===== config.mk =====
export PLATFORM = sky130hd
export DESIGN_NAME = cfg_serial_rx
export DESIGN_NICKNAME = d
export VERILOG_FILES = /design/src/rtl/cfgrx_pkg.sv /design/src/rtl/cfgrx_sync.sv /design/src/rtl/cfgrx_shift.sv /design/src/rtl/cfgrx_decode.sv /design/src/rtl/cfg_serial_rx.sv
export SDC_FILE = /design/constraint.sdc
export NUM_CORES = 1
export LEC_CHECK = 0
export ABC_AREA = 1
export CAP_MARGIN = 20
export CORE_MARGIN = 1.5
export CORE_UTILIZATION = 35
export DETAILED_ROUTE_END_ITERATION = 6
export HOLD_SLACK_MARGIN = 0.05
export SLEW_MARGIN = 20
export SYNTH_ARGS = -nofsm -noshare
export SYNTH_HDL_FRONTEND = slang
export SYNTH_HIERARCHICAL = 1
export SYNTH_SLANG_ARGS = --single-unit

===== constraint.sdc =====
create_clock -name clk -period 5.8 [get_ports clk]
set_input_delay 1.16 -clock clk [delete_from_list [all_inputs] [get_ports clk]]
set_output_delay 1.16 -clock clk [all_outputs]
set_load 0.05 [all_outputs]

===== src/rtl/cfgrx_pkg.sv =====
package cfgrx_pkg;

   // Category selector codes; the decoder routes on these values.
   typedef enum logic [3:0] {
      CAT_MODE  = 4'h0,
      CAT_SHUT  = 4'h2,
      CAT_PHASE = 4'h3,
      CAT_SYS   = 4'h4
   } cat_e;

   // Slot index of each category register.
   localparam int SLOT_MODE  = 0;
   localparam int SLOT_SHUT  = 1;
   localparam int SLOT_PHASE = 2;
   localparam int SLOT_SYS   = 3;
   localparam int NUM_SLOTS  = 4;

   typedef enum logic [1:0] {
      OP_RUN   = 2'd0,
      OP_SLEEP = 2'd1,
      OP_STBY  = 2'd2
   } op_e;

   // Result of evaluating one frame.
   typedef struct packed {
      logic                 pass;    // complete and checksum satisfied
      logic                 accept;  // pass plus chip and category legal
      logic [NUM_SLOTS-1:0] wr;      // one-hot register select
   } verdict_t;

endpackage


===== src/rtl/cfgrx_sync.sv =====
module cfgrx_sync #(
   parameter int          W       = 3,
   parameter int          STAGES  = 2,
   parameter logic [W-1:0] RST_VAL = '0,
   parameter bit          BYPASS  = 1'b0
) (
   input  logic         clk,
   input  logic         rst_n,
   input  logic [W-1:0] d_i,
   output logic [W-1:0] q_o
);

   if (STAGES < 2) begin : g_bad_stages
      $error("cfgrx_sync: STAGES must be at least 2");
   end

   if (BYPASS) begin : g_direct
      // Lines already timed to clk: pass straight through.
      assign q_o = d_i;
   end else begin : g_chain
      logic [W-1:0] stage_q [STAGES];

      always_ff @(posedge clk or negedge rst_n) begin
         if (!rst_n) begin
            for (int i = 0; i < STAGES; i++) stage_q[i] <= RST_VAL;
         end else begin
            stage_q[0] <= d_i;
            for (int i = 1; i < STAGES; i++) stage_q[i] <= stage_q[i-1];
         end
      end

      assign q_o = stage_q[STAGES-1];
   end

endmodule


===== src/rtl/cfgrx_shift.sv =====
module cfgrx_shift #(
   parameter int FRAME_W = 48
) (
   input  logic               clk,
   input  logic               rst_n,
   input  logic               bit_i,
   input  logic               sclk_rise_i,
   input  logic               stb_fall_i,
   input  logic               stb_low_i,
   output logic [FRAME_W-1:0] frame_o,
   output logic               full_o
);

   localparam int CNT_W = $clog2(FRAME_W + 1);
   localparam logic [CNT_W-1:0] CNT_FULL = CNT_W'(FRAME_W);

   logic [FRAME_W-1:0] sr_q;
   logic [CNT_W-1:0]   cnt_q;

   // LSB first: new bits enter at the top and move down, so after a
   // full frame the first bit sits at position 0.
   always_ff @(posedge clk or negedge rst_n) begin
      if (!rst_n) begin
         sr_q  <= '0;
         cnt_q <= '0;
      end else if (stb_fall_i) begin
         cnt_q <= '0;
      end else if (sclk_rise_i && stb_low_i) begin
         sr_q <= {bit_i, sr_q[FRAME_W-1:1]};
         if (cnt_q != CNT_FULL) cnt_q <= cnt_q + 1'b1;
      end
   end

   assign frame_o = sr_q;
   assign full_o  = (cnt_q == CNT_FULL);

   // the bit count saturates at one frame
   p_cnt_bound_r7: assert property (@(posedge clk) disable iff (!rst_n)
      cnt_q <= CNT_FULL);

   // nothing shifts while the strobe is high
   p_hold_high_r7: assert property (@(posedge clk) disable iff (!rst_n)
      !stb_low_i |=> $stable(frame_o));

endmodule


===== src/rtl/cfgrx_decode.sv =====
module cfgrx_decode
   import cfgrx_pkg::*;
#(
   parameter int               FRAME_W    = 48,
   parameter int               CHIP_W     = 8,
   parameter int               CAT_W      = 4,
   parameter int               DATA_W     = 28,
   parameter int               SUM_W      = 8,
   parameter logic [CHIP_W-1:0] CHIP_ID   = 8'h81
) (
   input  logic [FRAME_W-1:0] frame_i,
   input  logic               full_i,
   input  logic               chk_en_i,
   output verdict_t           verdict_o
);

   localparam int NBYTES   = FRAME_W / SUM_W;
   localparam int DATA_LSB = CHIP_W + CAT_W;

   // Modulo byte sum as a chain of adders, one per frame byte.
   logic [SUM_W-1:0] part [NBYTES+1];
   assign part[0] = '0;
   for (genvar b = 0; b < NBYTES; b++) begin : g_sum
      assign part[b+1] = part[b] + frame_i[b*SUM_W +: SUM_W];
   end

   logic [CHIP_W-1:0] chip;
   logic [CAT_W-1:0]  cat;
   logic [DATA_W-1:0] data;
   logic              sum_ok;
   logic              chip_ok;
   logic              cat_ok;
   logic [NUM_SLOTS-1:0] sel;

   assign chip    = frame_i[0 +: CHIP_W];
   assign cat     = frame_i[CHIP_W +: CAT_W];
   assign data    = frame_i[DATA_LSB +: DATA_W];
   assign sum_ok  = (part[NBYTES] == '0) || !chk_en_i;
   assign chip_ok = (chip == CHIP_ID);

   always_comb begin
      sel    = '0;
      cat_ok = 1'b1;
      case (cat)
         CAT_MODE:  sel[SLOT_MODE] = 1'b1;
         CAT_SHUT:  sel[SLOT_SHUT] = 1'b1;
         CAT_PHASE: begin
            // Phase frames must carry an all-zero payload.
            if (data == '0) sel[SLOT_PHASE] = 1'b1;
            else            cat_ok = 1'b0;
         end
         CAT_SYS:   sel[SLOT_SYS] = 1'b1;
         default:   cat_ok = 1'b0;
      endcase
   end

   always_comb begin
      verdict_o.pass   = full_i && sum_ok;
      verdict_o.accept = verdict_o.pass && chip_ok && cat_ok;
      verdict_o.wr     = verdict_o.accept ? sel : '0;
   end

endmodule


===== src/rtl/cfg_serial_rx.sv =====
module cfg_serial_rx
   import cfgrx_pkg::*;
#(
   parameter int               FRAME_W      = 48,
   parameter int               CHIP_W       = 8,
   parameter int               CAT_W        = 4,
   parameter int               DATA_W       = 28,
   parameter int               SUM_W        = 8,
   parameter logic [CHIP_W-1:0] CHIP_ID     = 8'h81,
   parameter int               SYNC_STAGES  = 2,
   parameter bit               SYNC_BYPASS  = 1'b0,
   parameter int               CHK_EN_BIT   = 5,
   parameter int               STAT_SEL_BIT = 6,
   parameter int               OP_LSB       = 6
) (
   input  logic              clk,
   input  logic              rst_n,
   input  logic              ser_dat,
   input  logic              ser_clk,
   input  logic              ser_stb,
   output logic [DATA_W-1:0] mode_cfg,
   output logic [DATA_W-1:0] shut_cfg,
   output logic [DATA_W-1:0] phase_cfg,
   output logic [DATA_W-1:0] sys_cfg,
   output logic [1:0]        op_state,
   output logic              cfg_stat
);

   localparam int DATA_LSB = CHIP_W + CAT_W;

   // Elaboration-time parameter checks
   if (FRAME_W != CHIP_W + CAT_W + DATA_W + SUM_W) begin : g_bad_frame
      $error("cfg_serial_rx: field widths do not add up to FRAME_W");
   end
   if (FRAME_W % SUM_W != 0) begin : g_bad_sum
      $error("cfg_serial_rx: FRAME_W must be a whole number of checksum words");
   end
   if (CAT_W != 4) begin : g_bad_cat
      $error("cfg_serial_rx: category field must be 4 bits");
   end
   if (CHK_EN_BIT >= DATA_W || STAT_SEL_BIT >= DATA_W || OP_LSB + 1 >= DATA_W) begin : g_bad_bit
      $error("cfg_serial_rx: control bit outside payload");
   end

   // Synchronize {strobe, clock, data}; strobe idles high.
   logic [2:0] line_s;
   cfgrx_sync #(
      .W      (3),
      .STAGES (SYNC_STAGES),
      .RST_VAL(3'b100),
      .BYPASS (SYNC_BYPASS)
   ) sync_i (
      .clk  (clk),
      .rst_n(rst_n),
      .d_i  ({ser_stb, ser_clk, ser_dat}),
      .q_o  (line_s)
   );

   logic stb_s, sclk_s, dat_s;
   assign {stb_s, sclk_s, dat_s} = line_s;

   logic stb_d, sclk_d;
   always_ff @(posedge clk or negedge rst_n) begin
      if (!rst_n) begin
         stb_d  <= 1'b1;
         sclk_d <= 1'b0;
      end else begin
         stb_d  <= stb_s;
         sclk_d <= sclk_s;
      end
   end

   logic stb_rise, stb_fall, sclk_rise;
   assign stb_rise  =  stb_s && !stb_d;
   assign stb_fall  = !stb_s &&  stb_d;
   assign sclk_rise =  sclk_s && !sclk_d;

   logic [FRAME_W-1:0] frame;
   logic               full;
   cfgrx_shift #(.FRAME_W(FRAME_W)) shift_i (
      .clk        (clk),
      .rst_n      (rst_n),
      .bit_i      (dat_s),
      .sclk_rise_i(sclk_rise),
      .stb_fall_i (stb_fall),
      .stb_low_i  (!stb_s),
      .frame_o    (frame),
      .full_o     (full)
   );

   logic [DATA_W-1:0] cfg_q [NUM_SLOTS];
   verdict_t          verdict;

   cfgrx_decode #(
      .FRAME_W(FRAME_W), .CHIP_W(CHIP_W), .CAT_W(CAT_W),
      .DATA_W (DATA_W),  .SUM_W (SUM_W),  .CHIP_ID(CHIP_ID)
   ) decode_i (
      .frame_i  (frame),
      .full_i   (full),
      .chk_en_i (cfg_q[SLOT_SYS][CHK_EN_BIT]),
      .verdict_o(verdict)
   );

   logic commit;
   assign commit = stb_rise && verdict.accept;

   // One register per category
   for (genvar s = 0; s < NUM_SLOTS; s++) begin : g_slot
      always_ff @(posedge clk or negedge rst_n) begin
         if (!rst_n)                       cfg_q[s] <= '0;
         else if (commit && verdict.wr[s]) cfg_q[s] <= frame[DATA_LSB +: DATA_W];
      end
   end

   assign mode_cfg  = cfg_q[SLOT_MODE];
   assign shut_cfg  = cfg_q[SLOT_SHUT];
   assign phase_cfg = cfg_q[SLOT_PHASE];
   assign sys_cfg   = cfg_q[SLOT_SYS];

   // Operating state applies as soon as the mode register changes.
   op_e op;
   always_comb begin
      if (mode_cfg[OP_LSB+1])   op = OP_STBY;
      else if (mode_cfg[OP_LSB]) op = OP_SLEEP;
      else                       op = OP_RUN;
   end
   assign op_state = op;

   // Status: result latched at strobe rise, back high at strobe fall.
   logic stat_q;
   always_ff @(posedge clk or negedge rst_n) begin
      if (!rst_n)        stat_q <= 1'b1;
      else if (stb_rise) stat_q <= verdict.pass;
      else if (stb_fall) stat_q <= 1'b1;
   end
   assign cfg_stat = sys_cfg[STAT_SEL_BIT] ? stat_q : 1'b0;

   // at most one category register is selected
   p_wr_onehot_r3: assert property (@(posedge clk) disable iff (!rst_n)
      $onehot0(verdict.wr));

   // phase register can only ever hold zero
   p_phase_zero_r3: assert property (@(posedge clk) disable iff (!rst_n)
      phase_cfg == '0);

   // registers hold when no frame is committed
   p_hold_r4: assert property (@(posedge clk) disable iff (!rst_n)
      !commit |=> $stable({mode_cfg, shut_cfg, phase_cfg, sys_cfg}));

   // only a complete frame may be committed
   p_commit_full_r7: assert property (@(posedge clk) disable iff (!rst_n)
      commit |-> full);

   // standby code wins over sleep
   p_op_stby_r6: assert property (@(posedge clk) disable iff (!rst_n)
      mode_cfg[OP_LSB+1] |-> (op_state == OP_STBY));

   // with status selected, the output is high after a strobe fall
   p_stat_fall_r5: assert property (@(posedge clk) disable iff (!rst_n)
      (stb_fall && sys_cfg[STAT_SEL_BIT]) |=> (cfg_stat || !sys_cfg[STAT_SEL_BIT]));

endmodule


## After elaboration in Yosys (flattened, before gate mapping)

Index checks and enable logic that the tools add are counted.

| word-level totals | value |
|---|---|
| register bits | 175 |
| bits of input ports | 5 |
| output and inout port bits | 115 |
| logic and storage cells | 65 |

| cells by class | value |
|---|---|
| $add $sub $neg | 6 |
| eq/ne operators | 6 |
| multiplexer cells | 15 |
| bitwise logic cells | 1 |
| reduce and logical (&&, ||, !) cells | 26 |

Operators by type and width:

| kind | number |
|---|---|
| $add 8x8->8 | 5 |
| $logic_not 28->1 | 1 |
| $mux 6 | 3 |
| $logic_and 1x1->1 | 12 |
| $mux 1 | 9 |
| $eq 4x2->1 const B | 2 |
| $eq 8x8->1 const B | 1 |
| $logic_not 8->1 | 1 |
| $add 6x1->6 const B | 1 |
| $eq 6x6->1 const B | 1 |
| $ne 6x6->1 const B | 1 |
| $reduce_bool 2->1 | 3 |
| $eq 4x3->1 const B | 1 |
| $logic_not 1->1 | 4 |
| $logic_not 4->1 | 1 |
| $mux 4 | 1 |
| $reduce_and 2->1 | 2 |
| $reduce_or 3->1 | 1 |
| $mux 2 | 1 |
| $pmux 1 s2 | 1 |
| $logic_or 1x1->1 | 1 |
| $not 1->1 | 1 |

## Depth between registers and ports, before layout

| logic depth | value |
|---|---|
| depth after elaboration | 12 |
| mapped depth | 23 |

## Modules after synthesis

Netlist, hierarchy kept.

By module, submodules not included:

| module | instances | cells an instance | area an instance (um^2) | sequential area each (um^2) |
|---|---|---|---|---|
| cfg_serial_rx | 1 | 516 | 4997.3 | 2880.3 |
| cfgrx_shift | 1 | 233 | 2203.4 | 1351.3 |
| cfgrx_decode | 1 | 177 | 1261.2 | 0.0 |
| cfgrx_sync | 1 | 9 | 175.2 | 152.6 |

## Worst setup path before layout

Ideal clock, no wire load.

| path | value |
|---|---|
| path type | reg-to-reg |
| start point | register shift_i.sr_q[26], in the netlist shift_i/frame_o[26] |
| end point | register cfg_q (netlist bit shut_cfg[13]) |
| setup time | 0.066 ns |
| arrival time | 4.057 ns |
| data required time | 5.734 ns |
| setup slack | 1.677 ns |
| stages on the path, launching flop included | 19 |
| period minus slack after synthesis | 4.123 ns |
| cell sequence | dfrtp_1 > fa_1 > inv_1 > fa_1 > fa_1 > inv_1 > ha_1 > fa_1 > xnor2_1 > nand4_1 > nor3_2 > nand3_2 > nand2_2 > nand3_4 > nor2_1 > buf_2 > clkbuf_4 > nand4_1 > nand2_1 |

RTL lines:

| element | RTL line | text |
|---|---|---|
| start: declaration | cfgrx_shift.sv:17 | `logic [FRAME_W-1:0] sr_q;` |
| start signal: assignment | cfgrx_shift.sv:29 | `sr_q <= {bit_i, sr_q[FRAME_W-1:1]};` |
| end signal: indexed assignment | cfg_serial_rx.sv:111 | `else if (commit && verdict.wr[s]) cfg_q[s] <= frame[DATA_LSB +: DATA_W];` |
| end: declaration | cfg_serial_rx.sv:91 | `logic [DATA_W-1:0] cfg_q [NUM_SLOTS];` |

==> results.py <==
metrics = {
    "synthesis": {
        "synth_commonest_cells": "nand2_1, dfrtp_1, nand4_1",
        "synth_top_cell_by_area": "dfrtp_1",
        "synthFlopType": "dfrtp_1",
        "synthTopCellsByArea": "dfrtp_1, nand2_1, nand4_1",
        "ys.warnings.count": 6,
        "syn_area_sq_um": 8640,
        "synth_top_family_by_area": "simple AND/OR/NAND/NOR gates",
        "syn-num-nets": 977,
        "yosys.area_share.simple": 0.270,
        "ys_async_sr_fraction": 1.00,
        "synth_top_area_frac": 0.495,
        "synth_most_common_cell": "nand2_1",
        "synth-edff-count": 0,
        "synth_compound_area_frac": 0.0348,
        "synthAdderAreaFrac": 0.0771,
        "syn_inst": 935,
        "synthMuxAreaShare": 0.00261,
        "synth-xor-area-share": 0.00304,
        "synth-seq-cells": 175,
        "ys_types": 37,
        "ys_seq_area_frac": 0.508,
        "avgSynthCellArea_sq_um": 9.24,
    },
    "critical_path": {
        "required_ns": 6.17,
        "start_kind": "flop",
        "critPathKind": "reg -> reg",
        "reg2reg_depth": 17,
        "critPathMaxFanout": 45,
        "endpoint_kind": "flop",
        "cp.arrival_ns": 5.28,
    },
    "place": {
        "port_buffers": 119,
        "place_hpwl_um": 15100,
        "place.gp.congestion": 0.819,
    },
    "cells_and_area": {
        "drive_gt1_frac": 0.0703,
        "areaGrowthSynthToFinish_pct": 20.3,
        "nets": 1067,
        "nFillCells": 2416,
        "antenna_cells": 0,
    },
    "detailed_routing": {
        "num_vias": 6742,
        "drt_drc_violations_left": 0,
        "routed_wl_um": 22900,
        "drtAntennaViolNets": 0,
        "viasPerCell": 4.95,
        "dr.pass1.iters": 5,
        "wl_per_cell_um": 16.8,
        "dr.first_iter.drc_count": 666,
    },
    "pwr": {
        "peakVddDrop_mv": 0.421,
        "power_density_nw_per_um2": 423,
        "p_leak_nw": 5.22,
    },
    "grt": {
        "overflow": 0,
        "grtUsageTotal": 0.185,
        "antenna_found_initial": 0,
        "grt_pass1_vias": 6524,
        "grt_pass1_wl_um": 36800,
        "grt_start_max_net_pins": 96,
    },
    "flow_run": {
        "maxCapViolCount": 0,
    },
    "clock_tree": {
        "clk_latency_ns": 0.43,
        "cts_inserted_buffers": 17,
        "clockBufferDepth": 2,
        "clkTransAtPathRegs_ns": 0.08,
        "cts_setup_buffers": 0,
        "cts_htree_levels": 4,
        "ctsResizeCount": 0,
        "cts_tree": "done",
        "cts.sinks": 175,
        "cts-hold-fix-buffers": 0,
        "cts_root_buffer": "clkbuf_16",
    },
    "sta": {
        "fmax_mhz": 204,
        "hold_slack_ns": 0.352,
        "rsz0062_at_grt": "no",
        "drv_slew": 0,
        "tightest_slew_ns": 0.903,
        "hold_viol": 0,
        "finalSetupViolCount": 0,
        "maxSlewHeadroom": 0.398,
        "finalSetupTns_ns": 0,
        "final.period_utilization": 0.847,
        "clock_skew_ns": 0.0124,
        "layout_min_cycle_time_ns": 4.91,
    },
    "floorplan": {
        "die_area_sq_um": 25600,
        "row_count": 57,
        "io_pins": 120,
        "core_area_sq_um": 24200,
        "die_w_um": 160,
        "start_util": 0.356,
        "die_h_um": 160,
    },
    "min_path": {
        "min_delay_path_depth": 0,
        "hp-class": "reg -> reg",
    },
    "status": {
        "status": "finished clean",
    },
}
-- placed cells by master, fill, tap and decap left out, types with 3 or more instances in the layout --
master	synthesis	final
nand3_1	12	12
dfstp_2	4	4
buf_4	9	12
inv_1	95	94
nor4_1	5	5
o21ai_0	24	24
clkinvlp_4	0	3
inv_8	0	4
clkbuf_16	0	17
dfrtp_1	171	171
nand3b_1	3	3
fa_1	27	27
ha_1	10	9
inv_6	0	3
nor2_1	58	54
nand3_4	5	5
clkdlybuf4s50_1	0	118
nand4_1	116	116
nand2_1	296	296
nor2_2	3	7
a21oi_1	26	26
-- flip-flops by register name, summed over array words and instances (netlist names) --
| name | cells |
|---|---|
| sclk_d | 1 |
| mode_cfg | 28 |
| shut_cfg | 28 |
| shift_i/frame_o | 48 |
| shift_i/cnt_q | 6 |
| sys_cfg | 28 |
| phase_cfg | 28 |
| stat_q | 1 |
| stb_d | 1 |
| sync_i/g_chain.stage_q | 3 |
| sync_i/q_o | 3 |
-- routing by layer --
metal | wire (um) | vias to the layer above | GRT usage
li1 | - | 3212 | -
met1 | 10700 | 3267 | 0.266
met2 | 10500 | 238 | 0.284
met3 | 1510 | 25 | 0.0423
met4 | 270 | 0 | 0.0438
met5 | 0 | - | 0
-- where the power goes --
part	total, W	internal, W	switching, W
clock network	0.00113	0.000584	0.000548
registers	0.00156	0.00132	0.000243
logic	0.00171	0.000701	0.00101
-- final timing paths --
check	slack, ns	start	end
worst min-delay path	0.35	sync_i/g_chain.stage_q[3]$_DFF_PN0_	sync_i/q_o[0]$_DFF_PN0_
worst max register to register	0.89	shift_i/frame_o[16]$_DFFE_PN0P_	shut_cfg[22]$_DFFE_PN0P_
worst max-delay path	0.89	shift_i/frame_o[16]$_DFFE_PN0P_	shut_cfg[22]$_DFFE_PN0P_
min in group asynchronous	0.73	rst_n	mode_cfg[12]$_DFFE_PN0P_
max in group asynchronous	3.81	rst_n	phase_cfg[8]$_DFFE_PN0P_
worst min register to register	0.35	sync_i/g_chain.stage_q[3]$_DFF_PN0_	sync_i/q_o[0]$_DFF_PN0_
-- through the flow --
stage	util	setup slack, ns	total power (W)	std cells	instance area [sq um]
5_1_grt	0.428	0.621	0.00482	1362	10400
3_5_place_dp	0.404	0.960	0.00330	1330	9810
6_report	0.428	0.889	0.00440	1362	10400
2_1_floorplan	-	1.68	0.00288	935	8640
3_3_place_gp	0.404	0.994	0.00326	1330	9810
4_1_cts	0.428	0.936	0.00444	1362	10400
-- layout make-up --
type | count | area [sq um] | share of cell area
Inverter | 96 | 362 | 0.0348
Multi-Input combinational cell | 604 | 3370 | 0.325
Tap cell | 324 | 405 | 0.0390
Clock buffer | 18 | 439 | 0.0423
Timing Repair Buffer | 131 | 1280 | 0.123
Sequential cell | 175 | 4380 | 0.422
Clock inverter | 14 | 144 | 0.0139
-- cells by family (layout without fill, tap and decap cells) --
kind of cell	after synthesis	after routing
buf+inv	156	259
mux	2	2
simple gates	505	505
xor+xnor	3	3
fa+ha+maj	37	37
compound gates	57	57
flops	175	175
-- worst max-delay path, stage by stage (launching register included) --
cell	delay, ns
dfrtp_1	0.64
inv_1	0.11
fa_1	0.44
fa_1	0.44
fa_1	0.51
inv_1	0.04
ha_1	0.22
fa_1	0.40
xnor2_1	0.16
nand4_1	0.13
nor3_2	0.20
nand3_2	0.12
nand2_2	0.09
nand3_4	0.11
clkinv_2	0.35
buf_4	0.47
nand4_1	0.28
nand2_1	0.12
Power figures use the tool's default switching activity.
